File: config.mk
export PLATFORM = sky130hd
export DESIGN_NAME = exu12_core
export DESIGN_NICKNAME = d
export VERILOG_FILES = /design/src/rtl/exu12_pkg.sv /design/src/rtl/exu12_decode.sv /design/src/rtl/exu12_alu.sv /design/src/rtl/exu12_core.sv
export SDC_FILE = /design/constraint.sdc
export NUM_CORES = 1
export LEC_CHECK = 0
export BUFFER_PORTS_ARGS = -buffer_cell sky130_fd_sc_hd__buf_4
export CORE_ASPECT_RATIO = 0.7
export CORE_MARGIN = 10
export CORE_UTILIZATION = 43
export DETAILED_ROUTE_END_ITERATION = 8
export SYNTH_ARGS = -nofsm -noshare
export SYNTH_HDL_FRONTEND = slang
export SYNTH_SLANG_ARGS = --single-unit
File: constraint.sdc
create_clock -name clk -period 8.5 [get_ports clk]
set_clock_uncertainty 0.05 [all_clocks]
set_input_delay 0.85 -clock clk [delete_from_list [all_inputs] [get_ports clk]]
set_output_delay 0.85 -clock clk [all_outputs]
set_load 0.1 [all_outputs]
File: src/rtl/exu12_pkg.sv
// Package exu12_pkg
// Shared widths, operation codes and the decoded control bundle for the
// twelve-bit execute stage. Assumes an 8-bit datapath split into nibbles.
package exu12_pkg;

    localparam int DATA_W = 8;
    localparam int INSN_W = 12;
    localparam int NIB_W  = DATA_W / 2;
    localparam int BIDX_W = $clog2(DATA_W);
    localparam int FADR_W = 5;

    typedef enum logic [4:0] {
        OP_NONE,
        OP_PASS_A,
        OP_PASS_B,
        OP_ZERO,
        OP_ADD,
        OP_SUB,
        OP_AND,
        OP_IOR,
        OP_XOR,
        OP_COM,
        OP_INC,
        OP_DEC,
        OP_RLC,
        OP_RRC,
        OP_SWAP,
        OP_BCLR,
        OP_BSET
    } alu_op_e;

    typedef enum logic [1:0] {
        SK_NONE,
        SK_ZERO,
        SK_BIT_LO,
        SK_BIT_HI
    } skip_e;

    typedef struct packed {
        alu_op_e op;
        logic    use_lit;
        logic    w_we;
        logic    f_we;
        logic    c_en;
        logic    dc_en;
        logic    z_en;
        skip_e   skip;
    } ctl_t;

endpackage

File: src/rtl/exu12_decode.sv
// Module exu12_decode
// Pure combinational decoder: maps a 12-bit instruction word to the ALU
// operation, operand source, write enables, flag update strobes and skip
// rule. Assumes any encoding not listed below is a no-op (all zero).
module exu12_decode
    import exu12_pkg::*;
(
    input  logic [INSN_W-1:0] instr,
    output ctl_t              ctl
);

    localparam int DBIT = FADR_W;

    // Destination pair {file, W} taken from the d bit.
    logic [1:0] dsel;
    assign dsel = {instr[DBIT], ~instr[DBIT]};

    // Decode the instruction word into the control bundle.
    always_comb begin
        ctl      = '0;
        ctl.op   = OP_NONE;
        ctl.skip = SK_NONE;
        casez (instr)
            12'b0000_001?_????: begin
                ctl.op   = OP_PASS_A;
                ctl.f_we = 1'b1;
            end
            12'b0000_0100_0000: begin
                ctl.op   = OP_ZERO;
                ctl.w_we = 1'b1;
                ctl.z_en = 1'b1;
            end
            12'b0000_011?_????: begin
                ctl.op   = OP_ZERO;
                ctl.f_we = 1'b1;
                ctl.z_en = 1'b1;
            end
            12'b0000_10??_????: begin
                ctl.op               = OP_SUB;
                {ctl.f_we, ctl.w_we} = dsel;
                ctl.c_en             = 1'b1;
                ctl.dc_en            = 1'b1;
                ctl.z_en             = 1'b1;
            end
            12'b0000_11??_????: begin
                ctl.op               = OP_DEC;
                {ctl.f_we, ctl.w_we} = dsel;
                ctl.z_en             = 1'b1;
            end
            12'b0001_00??_????: begin
                ctl.op               = OP_IOR;
                {ctl.f_we, ctl.w_we} = dsel;
                ctl.z_en             = 1'b1;
            end
            12'b0001_01??_????: begin
                ctl.op               = OP_AND;
                {ctl.f_we, ctl.w_we} = dsel;
                ctl.z_en             = 1'b1;
            end
            12'b0001_10??_????: begin
                ctl.op               = OP_XOR;
                {ctl.f_we, ctl.w_we} = dsel;
                ctl.z_en             = 1'b1;
            end
            12'b0001_11??_????: begin
                ctl.op               = OP_ADD;
                {ctl.f_we, ctl.w_we} = dsel;
                ctl.c_en             = 1'b1;
                ctl.dc_en            = 1'b1;
                ctl.z_en             = 1'b1;
            end
            12'b0010_00??_????: begin
                ctl.op               = OP_PASS_B;
                {ctl.f_we, ctl.w_we} = dsel;
                ctl.z_en             = 1'b1;
            end
            12'b0010_01??_????: begin
                ctl.op               = OP_COM;
                {ctl.f_we, ctl.w_we} = dsel;
                ctl.z_en             = 1'b1;
            end
            12'b0010_10??_????: begin
                ctl.op               = OP_INC;
                {ctl.f_we, ctl.w_we} = dsel;
                ctl.z_en             = 1'b1;
            end
            12'b0010_11??_????: begin
                ctl.op               = OP_DEC;
                {ctl.f_we, ctl.w_we} = dsel;
                ctl.skip             = SK_ZERO;
            end
            12'b0011_00??_????: begin
                ctl.op               = OP_RRC;
                {ctl.f_we, ctl.w_we} = dsel;
                ctl.c_en             = 1'b1;
            end
            12'b0011_01??_????: begin
                ctl.op               = OP_RLC;
                {ctl.f_we, ctl.w_we} = dsel;
                ctl.c_en             = 1'b1;
            end
            12'b0011_10??_????: begin
                ctl.op               = OP_SWAP;
                {ctl.f_we, ctl.w_we} = dsel;
            end
            12'b0011_11??_????: begin
                ctl.op               = OP_INC;
                {ctl.f_we, ctl.w_we} = dsel;
                ctl.skip             = SK_ZERO;
            end
            12'b0100_????_????: begin
                ctl.op   = OP_BCLR;
                ctl.f_we = 1'b1;
            end
            12'b0101_????_????: begin
                ctl.op   = OP_BSET;
                ctl.f_we = 1'b1;
            end
            12'b0110_????_????: ctl.skip = SK_BIT_LO;
            12'b0111_????_????: ctl.skip = SK_BIT_HI;
            12'b1100_????_????: begin
                ctl.op      = OP_PASS_B;
                ctl.use_lit = 1'b1;
                ctl.w_we    = 1'b1;
            end
            12'b1101_????_????: begin
                ctl.op      = OP_IOR;
                ctl.use_lit = 1'b1;
                ctl.w_we    = 1'b1;
                ctl.z_en    = 1'b1;
            end
            12'b1110_????_????: begin
                ctl.op      = OP_AND;
                ctl.use_lit = 1'b1;
                ctl.w_we    = 1'b1;
                ctl.z_en    = 1'b1;
            end
            12'b1111_????_????: begin
                ctl.op      = OP_XOR;
                ctl.use_lit = 1'b1;
                ctl.w_we    = 1'b1;
                ctl.z_en    = 1'b1;
            end
            default: ctl = '0;
        endcase
    end

endmodule

File: src/rtl/exu12_alu.sv
// Module exu12_alu
// Combinational 8-bit ALU. Operand a is always W; operand b is the file
// byte or the literal. Add and subtract share one adder (subtract is b
// plus the complement of a plus one, so its carry is an inverted borrow).
// Assumes the caller only commits flags whose strobe the decoder raised.
module exu12_alu
    import exu12_pkg::*;
(
    input  alu_op_e           op,
    input  logic [DATA_W-1:0] a,
    input  logic [DATA_W-1:0] b,
    input  logic              c_in,
    input  logic [BIDX_W-1:0] bit_idx,
    output logic [DATA_W-1:0] res,
    output logic              c_out,
    output logic              dc_out,
    output logic              bit_val
);

    logic [DATA_W-1:0] bit_sel;

    // One-hot mask of the addressed bit.
    for (genvar g = 0; g < DATA_W; g++) begin : g_mask
        assign bit_sel[g] = (bit_idx == BIDX_W'(g));
    end

    assign bit_val = |(b & bit_sel);

    logic              is_sub;
    logic [DATA_W-1:0] addend;
    logic [DATA_W:0]   sum;
    logic [NIB_W:0]    nib_sum;

    // Shared adder for add and subtract.
    always_comb begin
        is_sub  = (op == OP_SUB);
        addend  = is_sub ? ~a : a;
        sum     = {1'b0, b} + {1'b0, addend} + {{DATA_W{1'b0}}, is_sub};
        nib_sum = {1'b0, b[NIB_W-1:0]} + {1'b0, addend[NIB_W-1:0]}
                + {{NIB_W{1'b0}}, is_sub};
    end

    // Result and carry selection per operation.
    always_comb begin
        res    = '0;
        c_out  = c_in;
        dc_out = nib_sum[NIB_W];
        unique case (op)
            OP_NONE:   res = '0;
            OP_PASS_A: res = a;
            OP_PASS_B: res = b;
            OP_ZERO:   res = '0;
            OP_ADD,
            OP_SUB: begin
                res   = sum[DATA_W-1:0];
                c_out = sum[DATA_W];
            end
            OP_AND:    res = a & b;
            OP_IOR:    res = a | b;
            OP_XOR:    res = a ^ b;
            OP_COM:    res = ~b;
            OP_INC:    res = b + 1'b1;
            OP_DEC:    res = b - 1'b1;
            OP_RLC: begin
                res   = {b[DATA_W-2:0], c_in};
                c_out = b[DATA_W-1];
            end
            OP_RRC: begin
                res   = {c_in, b[DATA_W-1:1]};
                c_out = b[0];
            end
            OP_SWAP:   res = {b[NIB_W-1:0], b[DATA_W-1:NIB_W]};
            OP_BCLR:   res = b & ~bit_sel;
            OP_BSET:   res = b | bit_sel;
            default:   res = '0;
        endcase
    end

endmodule

File: src/rtl/exu12_core.sv
// Module exu12_core
// Top of the execute stage: decodes the instruction, runs the ALU, forms
// the skip request and registers every output for one cycle. Assumes the
// register file read for f_in is already complete when instr is presented.
module exu12_core
    import exu12_pkg::*;
(
    input  logic              clk,
    input  logic              rst_n,
    input  logic [INSN_W-1:0] instr,
    input  logic [DATA_W-1:0] w_in,
    input  logic [DATA_W-1:0] f_in,
    input  logic              c_in,
    output logic [DATA_W-1:0] result,
    output logic              w_we,
    output logic              file_we,
    output logic              c_out,
    output logic              dc_out,
    output logic              z_out,
    output logic              c_upd,
    output logic              dc_upd,
    output logic              z_upd,
    output logic              skip_req
);

    localparam int BIT_LSB = FADR_W;

    ctl_t              ctl;
    logic [DATA_W-1:0] opnd_b;
    logic [DATA_W-1:0] alu_res;
    logic              alu_c;
    logic              alu_dc;
    logic              alu_bit;
    logic              skip_d;

    exu12_decode u_dec (
        .instr (instr),
        .ctl   (ctl)
    );

    // Second operand: literal for immediate forms, else the file byte.
    assign opnd_b = ctl.use_lit ? instr[DATA_W-1:0] : f_in;

    exu12_alu u_alu (
        .op      (ctl.op),
        .a       (w_in),
        .b       (opnd_b),
        .c_in    (c_in),
        .bit_idx (instr[BIT_LSB +: BIDX_W]),
        .res     (alu_res),
        .c_out   (alu_c),
        .dc_out  (alu_dc),
        .bit_val (alu_bit)
    );

    // Skip request from the decoded rule.
    always_comb begin
        unique case (ctl.skip)
            SK_ZERO:   skip_d = (alu_res == '0);
            SK_BIT_LO: skip_d = ~alu_bit;
            SK_BIT_HI: skip_d = alu_bit;
            default:   skip_d = 1'b0;
        endcase
    end

    // Output register stage with synchronous active-low clear.
    always_ff @(posedge clk) begin
        if (!rst_n) begin
            result   <= '0;
            w_we     <= 1'b0;
            file_we  <= 1'b0;
            c_out    <= 1'b0;
            dc_out   <= 1'b0;
            z_out    <= 1'b0;
            c_upd    <= 1'b0;
            dc_upd   <= 1'b0;
            z_upd    <= 1'b0;
            skip_req <= 1'b0;
        end else begin
            result   <= alu_res;
            w_we     <= ctl.w_we;
            file_we  <= ctl.f_we;
            c_out    <= alu_c;
            dc_out   <= alu_dc;
            z_out    <= (alu_res == '0);
            c_upd    <= ctl.c_en;
            dc_upd   <= ctl.dc_en;
            z_upd    <= ctl.z_en;
            skip_req <= skip_d;
        end
    end

    AST_ONE_DEST: assert property (@(posedge clk) disable iff (!rst_n)
        !(w_we && file_we));

    AST_ADD_ALL_FLAGS: assert property (@(posedge clk) disable iff (!rst_n)
        ($past(rst_n) && $past(instr[11:6]) == 6'b000111)
        |-> (c_upd && dc_upd && z_upd));

    AST_SUB_BORROW: assert property (@(posedge clk) disable iff (!rst_n)
        ($past(rst_n) && $past(instr[11:6]) == 6'b000010)
        |-> (c_out == ($past(f_in) >= $past(w_in))));

    AST_ROT_C_ONLY: assert property (@(posedge clk) disable iff (!rst_n)
        ($past(rst_n) && $past(instr[11:7]) == 5'b00110)
        |-> (c_upd && !dc_upd && !z_upd));

    AST_SKIP_QUIET: assert property (@(posedge clk) disable iff (!rst_n)
        skip_req |-> !(c_upd || dc_upd || z_upd));

    AST_LIT_NO_FILE: assert property (@(posedge clk) disable iff (!rst_n)
        ($past(rst_n) && $past(instr[11:10]) == 2'b11)
        |-> (!file_we && w_we));

    AST_CLEAR_Z: assert property (@(posedge clk) disable iff (!rst_n)
        ($past(rst_n) && $past(instr) == 12'h040)
        |-> (z_upd && z_out && result == '0));

    AST_UNREC_QUIET: assert property (@(posedge clk) disable iff (!rst_n)
        ($past(rst_n) && $past(instr[11:10]) == 2'b10)
        |-> !(w_we || file_we || skip_req || c_upd || dc_upd || z_upd));

    AST_RESET_CLEAR: assert property (@(posedge clk) disable iff (!rst_n)
        $past(!rst_n) |-> !(w_we || file_we || skip_req || c_upd || z_upd)
                          && result == '0);

endmodule

# Word-level counts from Yosys, hierarchy flattened

Index checks and enable logic that the tools add are counted.

Output and inout bits: 17
Bits of input ports: 31
Flip-flop bits (word level): 17

Reductions and logical operators: 19
Bitwise gates (word level): 11
Multiplexer cells: 13
Add/sub/neg operators: 6
Equal/unequal tests: 50

Operators by type and width:

| kind                                                                | number |
|---|---|
| 8-bit case mux with 14 select lines                                 | 1 |
| 5-bit case mux with 16 select lines                                 | 1 |
| 6-bit by 4-bit == test with 1-bit output (second input constant)    | 8 |
| 5-bit by 4-bit == test with 1-bit output (second input constant)    | 8 |
| 14-bit OR reduction                                                 | 2 |
| 8-bit bitwise AND                                                   | 3 |
| 6-bit by 3-bit == test with 1-bit output (second input constant)    | 4 |
| 8-bit NOT                                                           | 3 |
| 5-bit by 3-bit == test with 1-bit output (second input constant)    | 4 |
| 2-bit OR reduction                                                  | 10 |
| 4-bit by 3-bit == test with 1-bit output (second input constant)    | 4 |
| 4-bit == test (second input constant)                               | 4 |
| 8-bit 2-to-1 mux                                                    | 2 |
| 8-bit bitwise OR                                                    | 2 |
| 12-bit by 7-bit == test with 1-bit output (second input constant)   | 1 |
| 3-bit == test (second input constant)                               | 4 |
| 6-bit by 2-bit == test with 1-bit output (second input constant)    | 2 |
| 4-bit OR reduction                                                  | 3 |
| 8-bit by 8-bit adder with 9-bit output                              | 1 |
| 9-bit by 1-bit adder with 9-bit output                              | 1 |
| 8-bit by 1-bit adder with 8-bit output (second input constant)      | 1 |
| 8-bit logical NOT                                                   | 1 |
| 8-bit OR reduction                                                  | 1 |
| 8-bit by 1-bit subtractor with 8-bit output (second input constant) | 1 |
| 19 further kinds                                                    | 27 |

# Depth between registers and ports, before layout

Gate-level depths: netlist (run 1).

Depth in word-level cells: 10
Gate-level depth with buffers: 14
Depth with buffers taken out: 13

# Hierarchy

Synthesis (run 1) repeated with hierarchy kept, for this count alone.

Cell total of the unflattened synthesis: 373
Area total of the unflattened synthesis: 2765.2 um^2

Modules (own cells, without submodules):

| module       | cells an instance | area each (um^2) | instances |
|---|---|---|---|
| exu12_alu    | 256               | 1732.9           | 1 |
| exu12_core   | 51                | 606.8            | 1 |
| exu12_decode | 66                | 425.4            | 1 |

# Worst setup path after synthesis (run 1)

OpenSTA, ideal clock, no wires.

Path kind: input to register
Start: input port instr[9]
End: register skip_req
Stages: 14
Path slack: 4.438 ns
Path buffers: 1
Setup time: 0.059 ns
Arrival: 3.952 ns
Path through: clkbuf_2 nor4_4 nand2_1 xnor2_1 inv_1 fa_1 nand2b_1 a21oi_1 xnor2_1 o221ai_1 a2111oi_1 nand4_1 nor4_2 a41o_1

Cells in the longest elaborated chain, start to end: 10
Elaborated cells on any way between the ends: 74
Those cells by class: add/sub: 4; eq/ne: 43; mux: 7; bitwise: 8; reduce/logical: 12

Ends and longest elaborated chain:

| item                                                              | line                             | source |
|---|---|---|
| from (decl)                                                       | exu12_core.sv:10                 | `input logic [INSN_W-1:0] instr,` |
| 12-bit by 7-bit == test with 1-bit output (tied with other cells) | exu12_decode.sv:23               | `casez (instr)` |
| 2-bit OR reduction (no line)                                      | n/a                              |  |
| 5-bit case mux with 16 select lines                               | exu12_decode.sv:23               |  |
| 5-bit by 3-bit == test with 1-bit output                          | exu12_alu.sv:36, exu12_alu.sv:48 |  |
| 8-bit 2-to-1 mux                                                  | exu12_alu.sv:37                  | `addend = is_sub ? ~a : a;` |
| 8-bit by 8-bit adder with 9-bit output                            | exu12_alu.sv:38                  | `sum = {1'b0, b} + {1'b0, addend} + {{DATA_W{1'b0}}, is_sub};` |
| 9-bit by 1-bit adder with 9-bit output                            | exu12_alu.sv:38                  |  |
| 8-bit case mux with 14 select lines                               | exu12_alu.sv:48                  | `unique case (op)` |
| 8-bit logical NOT                                                 | exu12_core.sv:59                 | `SK_ZERO: skip_d = (alu_res == '0);` |
| 1-bit case mux with 3 select lines (*)                            | exu12_core.sv:58                 | `unique case (ctl.skip)` |
| to (signal assigned)                                              | exu12_core.sv:89                 | `skip_req <= skip_d;` |
| to (decl)                                                         | exu12_core.sv:23                 | `output logic skip_req` |

Mark *: on every way between the ends. The rest lies on a longest branch, timed or not.
A chain may end at the register's enable or synchronous reset.

# Worst setup path in the final report (run 1)

Start: input port instr[7]
End: register skip_req

Cells in the longest elaborated chain, start to end: 10
Elaborated cells on any way between the ends: 73
Those cells by class: add/sub: 4; eq/ne: 42; mux: 6; bitwise: 9; reduce/logical: 12

Ends and longest elaborated chain:

| item                                                              | line |
|---|---|
| 12-bit by 7-bit == test with 1-bit output (tied with other cells) | exu12_decode.sv:23 |
| 2-bit OR reduction (no line)                                      | n/a |
| 5-bit case mux with 16 select lines                               | exu12_decode.sv:23 |
| 5-bit by 3-bit == test with 1-bit output                          | exu12_alu.sv:36, exu12_alu.sv:48 |
| 8-bit 2-to-1 mux                                                  | exu12_alu.sv:37 |
| 8-bit by 8-bit adder with 9-bit output                            | exu12_alu.sv:38 |
| 9-bit by 1-bit adder with 9-bit output                            | exu12_alu.sv:38 |
| 8-bit case mux with 14 select lines                               | exu12_alu.sv:48 |
| 8-bit logical NOT                                                 | exu12_core.sv:59 |
| 1-bit case mux with 3 select lines (*)                            | exu12_core.sv:58 |

Marks and branches as above.

==> tab_implementation.tex, run 1 <==
\begin{tabular}{lr}
\hline
Metric & Value \\
\hline
\multicolumn{2}{l}{\textbf{Setup path}} \\
\quad Critical path fanouts, max & 26 \\
\quad Launching element type of the critical path & primary input \\
\quad Delay of the slowest critical-path stage & 0.73 ns \\
\quad Crit path buf inv count & 2 \\
\quad Most used cell along the critical path & sky130\_fd\_sc\_hd\_\_xnor2\_1 \\
\quad Critical-path cell with the highest stage delay & sky130\_fd\_sc\_hd\_\_a2111oi\_1 \\
\quad Required time at the endpoint of the critical path & 8.63 ns \\
\quad Data arrival at the endpoint of the critical path & 5.18 ns \\
\quad Cell chain of the critical path & buf\_4, nor2b\_1, nand2\_1, xnor2\_1, inv\_1, fa\_1, nand2b\_1, a21oi\_1, xnor2\_1, o221ai\_1, a2111oi\_1, nand4\_1, nor4\_2, a41o\_1 \\
\quad Kind of end point of the critical path & flip-flop \\
\quad Worst Setup Path Type & primary input to flip-flop \\
\quad CP top delay family & simple AND/OR/NAND/NOR gates \\
\multicolumn{2}{l}{\textbf{Cells and area}} \\
\quad Area overhead of the layout relative to synthesis & 12.7\% \\
\quad Share of cells above drive strength 1 & 18.2\% \\
\quad Number of nets at the end of the flow & 470 \\
\quad Largest reg by FF count & result \\
\quad Ant diodes & 0 \\
\quad Final standard cell area without fillers & 3240 um\^{}2 \\
\quad Largest register FFs & 8 \\
\multicolumn{2}{l}{\textbf{Clocking}} \\
\quad H-tree depth & 1 \\
\quad CTS Hold Buffers Added & 0 \\
\quad TritonCTS clock tree & yes \\
\quad Inserted Clock Buffers & 3 \\
\quad Post-CTS setup buffer count & 0 \\
\quad PostCTS Resize Cnt & 0 \\
\quad CTS clock-pin slew for the worst setup and hold paths & 0.06 ns \\
\quad Clock net sink count & 17 \\
\quad Root Buffer Master & sky130\_fd\_sc\_hd\_\_clkbuf\_8 \\
\quad Bufs on Longest Clock Path & 2 \\
\multicolumn{2}{l}{\textbf{Timing}} \\
\quad Worst max-slew margin expressed relative to the limit & 41.8\% \\
\quad Setup TNS after final layout & 0 ns \\
\quad Max Clk Rate & 198 MHz \\
\quad Post-layout min period & 5.04 ns \\
\quad Actual transition at the worst max-transition pin & 0.867 ns \\
\quad RSZ-0062 raised after global routing & no \\
\quad Final hold vios & 0 \\
\quad Final max-slew violation count & 0 \\
\quad Share of the clock period used by the worst path after layout & 59.3\% \\
\quad Total setup violations reported at the end of the flow & 0 \\
\multicolumn{2}{l}{\textbf{GRT}} \\
\quad Antenna violations before repair & 0 \\
\quad Tot GR Track Use & 21.5\% \\
\quad Maximum number of pins on one net before global-route repair & 28 \\
\quad Via count of the first global-routing pass & 3153 \\
\quad Global-route wire length before repair & 18100 um \\
\quad Congestion Overflow GR & 0 \\
\multicolumn{2}{l}{\textbf{Power and ir drop}} \\
\quad Power Dens Cells & 111 nW/um\^{}2 \\
\quad Part of the power in the clock network & 15.6\% \\
\quad Switching component of the power & 0.000173 W \\
\quad Fraction of power spent switching nets & 48.4\% \\
\quad Combinational power share & 60.1\% \\
\quad Internal portion of total power & 0.000185 W \\
\quad Part of the total power dissipated in sequential elements & 24.3\% \\
\quad Leakage power figure & 1.30 nW \\
\quad Worst voltage drop across the vdd grid & 53.2 uV \\
\multicolumn{2}{l}{\textbf{Floorplan}} \\
\quad Std-Cell Core Area & 6370 um\^{}2 \\
\quad Die footprint & 10400 um\^{}2 \\
\quad Chip height & 88.4 um \\
\quad Boundary Pins & 48 \\
\quad Placement row count & 24 \\
\quad Starting Density & 45.1\% \\
\quad Width of the die & 118 um \\
\multicolumn{2}{l}{\textbf{Yosys}} \\
\quad \#FFs+latches synth & 17 \\
\quad Leading cell type by number of instances after synthesis & sky130\_fd\_sc\_hd\_\_a21oi\_1 \\
\quad Post-synthesis net count & 441 \\
\quad Sequential cell area fraction in the yosys report & 11.8\% \\
\quad Count of synthesis-stage warnings from yosys & 0 \\
\quad Synthesized area & 2870 um\^{}2 \\
\quad Cell accounting for the most synthesized area & sky130\_fd\_sc\_hd\_\_dfxtp\_1 \\
\quad Post-synth top area share & 11.8\% \\
\quad Post-synth ARST share & 0\% \\
\quad Post-synth top flop & sky130\_fd\_sc\_hd\_\_dfxtp\_1 \\
\quad Number of different library cells in the post-synthesis netlist & 86 \\
\quad Number of flops mapped to enable cells by yosys & 0 \\
\quad Post-synthesis cell count & 395 \\
\quad Synth cell count leaders & sky130\_fd\_sc\_hd\_\_a21oi\_1, sky130\_fd\_sc\_hd\_\_nand2\_1, sky130\_fd\_sc\_hd\_\_nor2\_1, sky130\_fd\_sc\_hd\_\_o21ai\_0, sky130\_fd\_sc\_hd\_\_inv\_1 \\
\quad Top cells by area, synth & sky130\_fd\_sc\_hd\_\_dfxtp\_1, sky130\_fd\_sc\_hd\_\_a21oi\_1, sky130\_fd\_sc\_hd\_\_ha\_1, sky130\_fd\_sc\_hd\_\_xnor2\_1, sky130\_fd\_sc\_hd\_\_nand2\_1 \\
\quad Average instance area after synthesis & 7.27 um\^{}2 \\
\multicolumn{2}{l}{\textbf{Drt}} \\
\quad DR iter-0 viols & 527 \\
\quad Pre-antenna DRT Iters & 5 \\
\quad Routed WL per cell & 22.9 um \\
\quad Vias per cell & 6.75 \\
\quad DRC viols & 0 \\
\quad Drt total wl & 11800 um \\
\quad Via count of the routed design & 3468 \\
\quad Post-route ant nets & 0 \\
\multicolumn{2}{l}{\textbf{Hold path}} \\
\quad Worst hold path class & primary input to flip-flop \\
\multicolumn{2}{l}{\textbf{Status}} \\
\quad Status & complete, no violations \\
\multicolumn{2}{l}{\textbf{Placed design}} \\
\quad Number of buffers inserted by port buffering & 47 \\
\quad Detailed placer's ending HPWL & 9160 um \\
\quad Weighted congestion reported at the end of routability-driven placement & 1.08 \\
\quad Placed Area & 3190 um\^{}2 \\
\multicolumn{2}{l}{\textbf{Run}} \\
\quad Max capacitance violation total & 0 \\
\hline
\end{tabular}
final timing paths:
check                 cells past startpoint  startpoint  slack, ns        end
worst max-delay path                     14    instr[7]       3.46   skip_req
worst min-delay path                      2       rst_n       0.84  result[5]
cell families after synthesis:
logic type / synth area share [%]
AOI/OAI and AO/OA: 34.8
buffers and inverters: 7.93
muxes: 3.53
and+or+nand+nor: 29.9
xor gates and xnor gates: 4.88
adders and majority gates: 7.06
DFF: 11.8
cell usage in the layout, fill, tap and decap left out, types with 10 or more instances in the layout:
| cell type | synthesis | final |
|---|---|---|
| sky130_fd_sc_hd__inv_1 | 20 | 20 |
| sky130_fd_sc_hd__ha_1 | 13 | 13 |
| sky130_fd_sc_hd__dfxtp_1 | 17 | 17 |
| sky130_fd_sc_hd__o21ai_0 | 22 | 22 |
| sky130_fd_sc_hd__a21oi_1 | 35 | 35 |
| sky130_fd_sc_hd__nand2b_1 | 12 | 12 |
| sky130_fd_sc_hd__nand2_1 | 32 | 32 |
| sky130_fd_sc_hd__nor2_1 | 32 | 32 |
| sky130_fd_sc_hd__buf_4 | 6 | 47 |
| sky130_fd_sc_hd__nand3_1 | 10 | 10 |
| sky130_fd_sc_hd__xnor2_1 | 16 | 16 |
power by group through the flow:
stage          Combinational [W]   Clock, W  Sequential (W)
2_1_floorplan           0.000109          0        0.000131
3_3_place_gp            0.000211          0       0.0000887
3_5_place_dp            0.000209          0       0.0000888
4_1_cts                 0.000210  0.0000581       0.0000870
5_1_grt                 0.000229  0.0000600       0.0000875
6_report                0.000215  0.0000560       0.0000869
metal layers:
metal	track usage, %	share of wire (%)
met2	31.5	41
met4	5.93	1.7
met5	0	0
met1	29.5	43
met3	7.19	15
through the flow:
step,setup WS (ns),hold WS (ns),power (W),std cells,utilization [%]
finish,3.46,0.840,0.000358,514,50.8
global route,3.17,0.856,0.000376,514,50.8
CTS,3.61,0.836,0.000355,514,50.8
detailed placement,3.37,1.09,0.000298,510,50.1
global placement,3.42,1.10,0.000300,510,50.1
floorplan,4.44,0.922,0.000240,395,-
layout make-up:
class / count / area [um^2]
Sequential cell: 17 / 340
Timing Repair Buffer: 47 / 353
Inverter: 21 / 78.8
Clock buffer: 3 / 41.3
Tap cell: 91 / 114
Fill cell: 665 / 3130
Multi-Input combinational cell: 334 / 2300
Clock inverter: 1 / 5.00
Power figures use the tool's default switching activity.
==> inputs of run 2 (changes only) <==
==> constraint.sdc (replaced) <==
create_clock -name clk -period 4.92 [get_ports clk]
set_clock_uncertainty 0.05 [all_clocks]
set_input_delay 0.492 -clock clk [delete_from_list [all_inputs] [get_ports clk]]
set_output_delay 0.492 -clock clk [all_outputs]
set_load 0.1 [all_outputs]
==> run 2 against run 1 <==
Effect of this change:
- sequential share of layout area down 0.12 points
- cell count is 0.97% higher
- count of clock-buffer cells in the layout is 1 higher
- die area is the same
- clock power increased by 76%
- power is 74% higher
- critical path depth stayed put
==> tab_implementation.tex, run 2 (same netlist as run 1, synthesis figures left out) <==
\begin{tabular}{lr}
\hline
Metric & Value \\
\hline
\multicolumn{2}{l}{\textbf{Status}} \\
\quad Status & complete, no violations \\
\multicolumn{2}{l}{\textbf{Cells and area}} \\
\quad Most common cell after layout, fill and taps aside & sky130\_fd\_sc\_hd\_\_buf\_4 \\
\quad Most frequent cells in the layout & sky130\_fd\_sc\_hd\_\_buf\_4, sky130\_fd\_sc\_hd\_\_a21oi\_1, sky130\_fd\_sc\_hd\_\_nand2\_1, sky130\_fd\_sc\_hd\_\_nor2\_1, sky130\_fd\_sc\_hd\_\_o21ai\_0 \\
\quad Final Core Density & 51.4\% (+0.57 points) \\
\quad Largest register FFs & 8 (unchanged) \\
\quad Final standard cell area without fillers & 3270 um\^{}2 (+1.1\%) \\
\quad Number of nets at the end of the flow & 475 (+1.1\%) \\
\quad Area overhead of the layout relative to synthesis & 13.9\% \\
\quad Ant diodes & 0 (unchanged) \\
\quad Largest reg by FF count & result \\
\quad Final-layout fill cell count & 655 (-1.5\%) \\
\quad Share of cells above drive strength 1 & 18.9\% (+0.72 points) \\
\quad Count of non-filler cells in the finished layout & 519 (+0.97\%) \\
\multicolumn{2}{l}{\textbf{Clocking}} \\
\quad Bufs on Longest Clock Path & 2 (unchanged) \\
\quad Inserted Clock Buffers & 3 (unchanged) \\
\quad PostCTS Resize Cnt & 0 (unchanged) \\
\quad H-tree depth & 1 (unchanged) \\
\quad Post-CTS setup buffer count & 0 (unchanged) \\
\quad CTS Hold Buffers Added & 0 (unchanged) \\
\quad Clock net sink count & 17 (unchanged) \\
\quad TritonCTS clock tree & yes \\
\quad CTS clock-pin slew for the worst setup and hold paths & 0.06 ns (about the same) \\
\quad Root Buffer Master & sky130\_fd\_sc\_hd\_\_clkbuf\_8 \\
\multicolumn{2}{l}{\textbf{Floorplan}} \\
\quad Std-Cell Core Area & 6370 um\^{}2 (unchanged) \\
\quad Placement row count & 24 (unchanged) \\
\quad Chip height & 88.4 um (unchanged) \\
\quad Boundary Pins & 48 (unchanged) \\
\quad Width of the die & 118 um (unchanged) \\
\quad Die footprint & 10400 um\^{}2 (unchanged) \\
\quad Starting Density & 45.1\% (unchanged) \\
\multicolumn{2}{l}{\textbf{GRT}} \\
\quad Congestion Overflow GR & 0 (unchanged) \\
\quad Via count of the first global-routing pass & 3241 (+2.8\%) \\
\quad Maximum number of pins on one net before global-route repair & 28 (unchanged) \\
\quad Global-route wire length before repair & 17900 um (-0.95\%) \\
\quad Antenna violations before repair & 0 (unchanged) \\
\quad Tot GR Track Use & 21.2\% (-0.33 points) \\
\multicolumn{2}{l}{\textbf{Setup path}} \\
\quad Data arrival at the endpoint of the critical path & 4.63 ns (-0.55 ns) \\
\quad Worst Setup Path Type & primary input to flip-flop \\
\quad Critical path fanouts, max & 26 (unchanged) \\
\quad Launching element type of the critical path & primary input \\
\quad Required time at the endpoint of the critical path & 5.06 ns (-3.57 ns) \\
\quad Kind of end point of the critical path & flip-flop \\
\multicolumn{2}{l}{\textbf{Timing}} \\
\quad Actual transition at the worst max-transition pin & 0.747 ns (-0.120 ns) \\
\quad Max Clk Rate & 223 MHz \\
\quad Setup TNS after final layout & 0 ns (unchanged) \\
\quad Final hold vios & 0 (unchanged) \\
\quad RSZ-0062 raised after global routing & no \\
\quad Share of the clock period used by the worst path after layout & 91.2\% \\
\quad Total setup violations reported at the end of the flow & 0 (unchanged) \\
\quad Post-layout min period & 4.49 ns \\
\quad Final max-slew violation count & 0 (unchanged) \\
\quad Worst max-slew margin expressed relative to the limit & 50.1\% (+8.3 points) \\
\multicolumn{2}{l}{\textbf{Drt}} \\
\quad DR iter-0 viols & 608 (+15\%) \\
\quad Vias per cell & 6.63 (-1.7\%) \\
\quad Post-route ant nets & 0 (unchanged) \\
\quad Pre-antenna DRT Iters & 5 (unchanged) \\
\quad DRC viols & 0 (unchanged) \\
\quad Via count of the routed design & 3442 (-0.75\%) \\
\quad Met1 wire length & 5020 um (-0.77\%) \\
\quad Metal2 WL & 4590 um (-3.9\%) \\
\quad Routed WL per cell & 22.3 um (-2.5\%) \\
\quad Drt total wl & 11600 um (-1.5\%) \\
\quad Met3 wire len & 1680 um (-2.9\%) \\
\quad Top metal layer carrying routed signals & met4 \\
\multicolumn{2}{l}{\textbf{Placed design}} \\
\quad Weighted congestion reported at the end of routability-driven placement & 1.01 (-5.9\%) \\
\quad Number of buffers inserted by port buffering & 47 (unchanged) \\
\quad Placed Area & 3230 um\^{}2 (+1.2\%) \\
\quad Detailed placer's ending HPWL & 9130 um (-0.29\%) \\
\quad Total placed cells including tap cells & 515 (+0.98\%) \\
\multicolumn{2}{l}{\textbf{Power and ir drop}} \\
\quad Leakage power figure & 1.32 nW (+1.6\%) \\
\quad Power Dens Cells & 190 nW/um\^{}2 (+72\%) \\
\quad Worst voltage drop across the vdd grid & 120 uV (+130\%) \\
\quad Total power consumption of the routed design & 0.000623 W (+74\%) \\
\multicolumn{2}{l}{\textbf{Run}} \\
\quad Max capacitance violation total & 0 (unchanged) \\
\multicolumn{2}{l}{\textbf{Hold path}} \\
\quad Worst hold path class & primary input to flip-flop \\
\hline
\end{tabular}
## run 2: final cells by class
cell class	instances	area [um^2]	area share, %
sequential	17	340	10.4
multi-input combinational	334	2300	70.4
inverter	21	78.8	2.41
tap	91	114	3.48
clock buffer	4	45.0	1.38
timing repair buffer	52	390	11.9
## run 2: power by group
part	leakage [nW]	switching [W]	internal, W
combinational	1.16	0.000255	0.000119
sequential	0.140	0.00000229	0.000148
clock	0.0228	0.0000414	0.0000573
## run 2: per-layer routing
layer / vias up / track usage [%]
met4: 0 / 6.26
li1: 1576 / -
met2: 266 / 31.2
met3: 37 / 7.00
met5: - / 0
met1: 1563 / 28.7
## run 2: worst max-delay path, cell delays in order
cell and delay [ns]:
sky130_fd_sc_hd__buf_4 0.26, sky130_fd_sc_hd__nor2b_1 0.37, sky130_fd_sc_hd__nand2_1 0.35, sky130_fd_sc_hd__xnor2_1 0.35, sky130_fd_sc_hd__inv_1 0.10, sky130_fd_sc_hd__fa_1 0.41, sky130_fd_sc_hd__nand2b_1 0.18, sky130_fd_sc_hd__a21oi_1 0.27
sky130_fd_sc_hd__xnor2_1 0.18, sky130_fd_sc_hd__o221ai_1 0.15, sky130_fd_sc_hd__a2111oi_1 0.72, sky130_fd_sc_hd__nand4_1 0.22, sky130_fd_sc_hd__nor4_2 0.34, sky130_fd_sc_hd__a41o_1 0.22
## run 2: stage by stage
stage	hold slack, ns	worst slack, ns
after floorplan	0.564	1.22
after global placement	0.742	0.659
after detailed placement	0.731	0.388
after CTS	0.476	0.643
after global routing	0.484	0.253
final	0.486	0.432
## run 2: path summary, 6_finish.rpt
path                         to  slack (ns)     start  cells after the start
worst max-delay path   skip_req        0.43  instr[7]                     14
worst min-delay path  result[5]        0.49     rst_n                      2
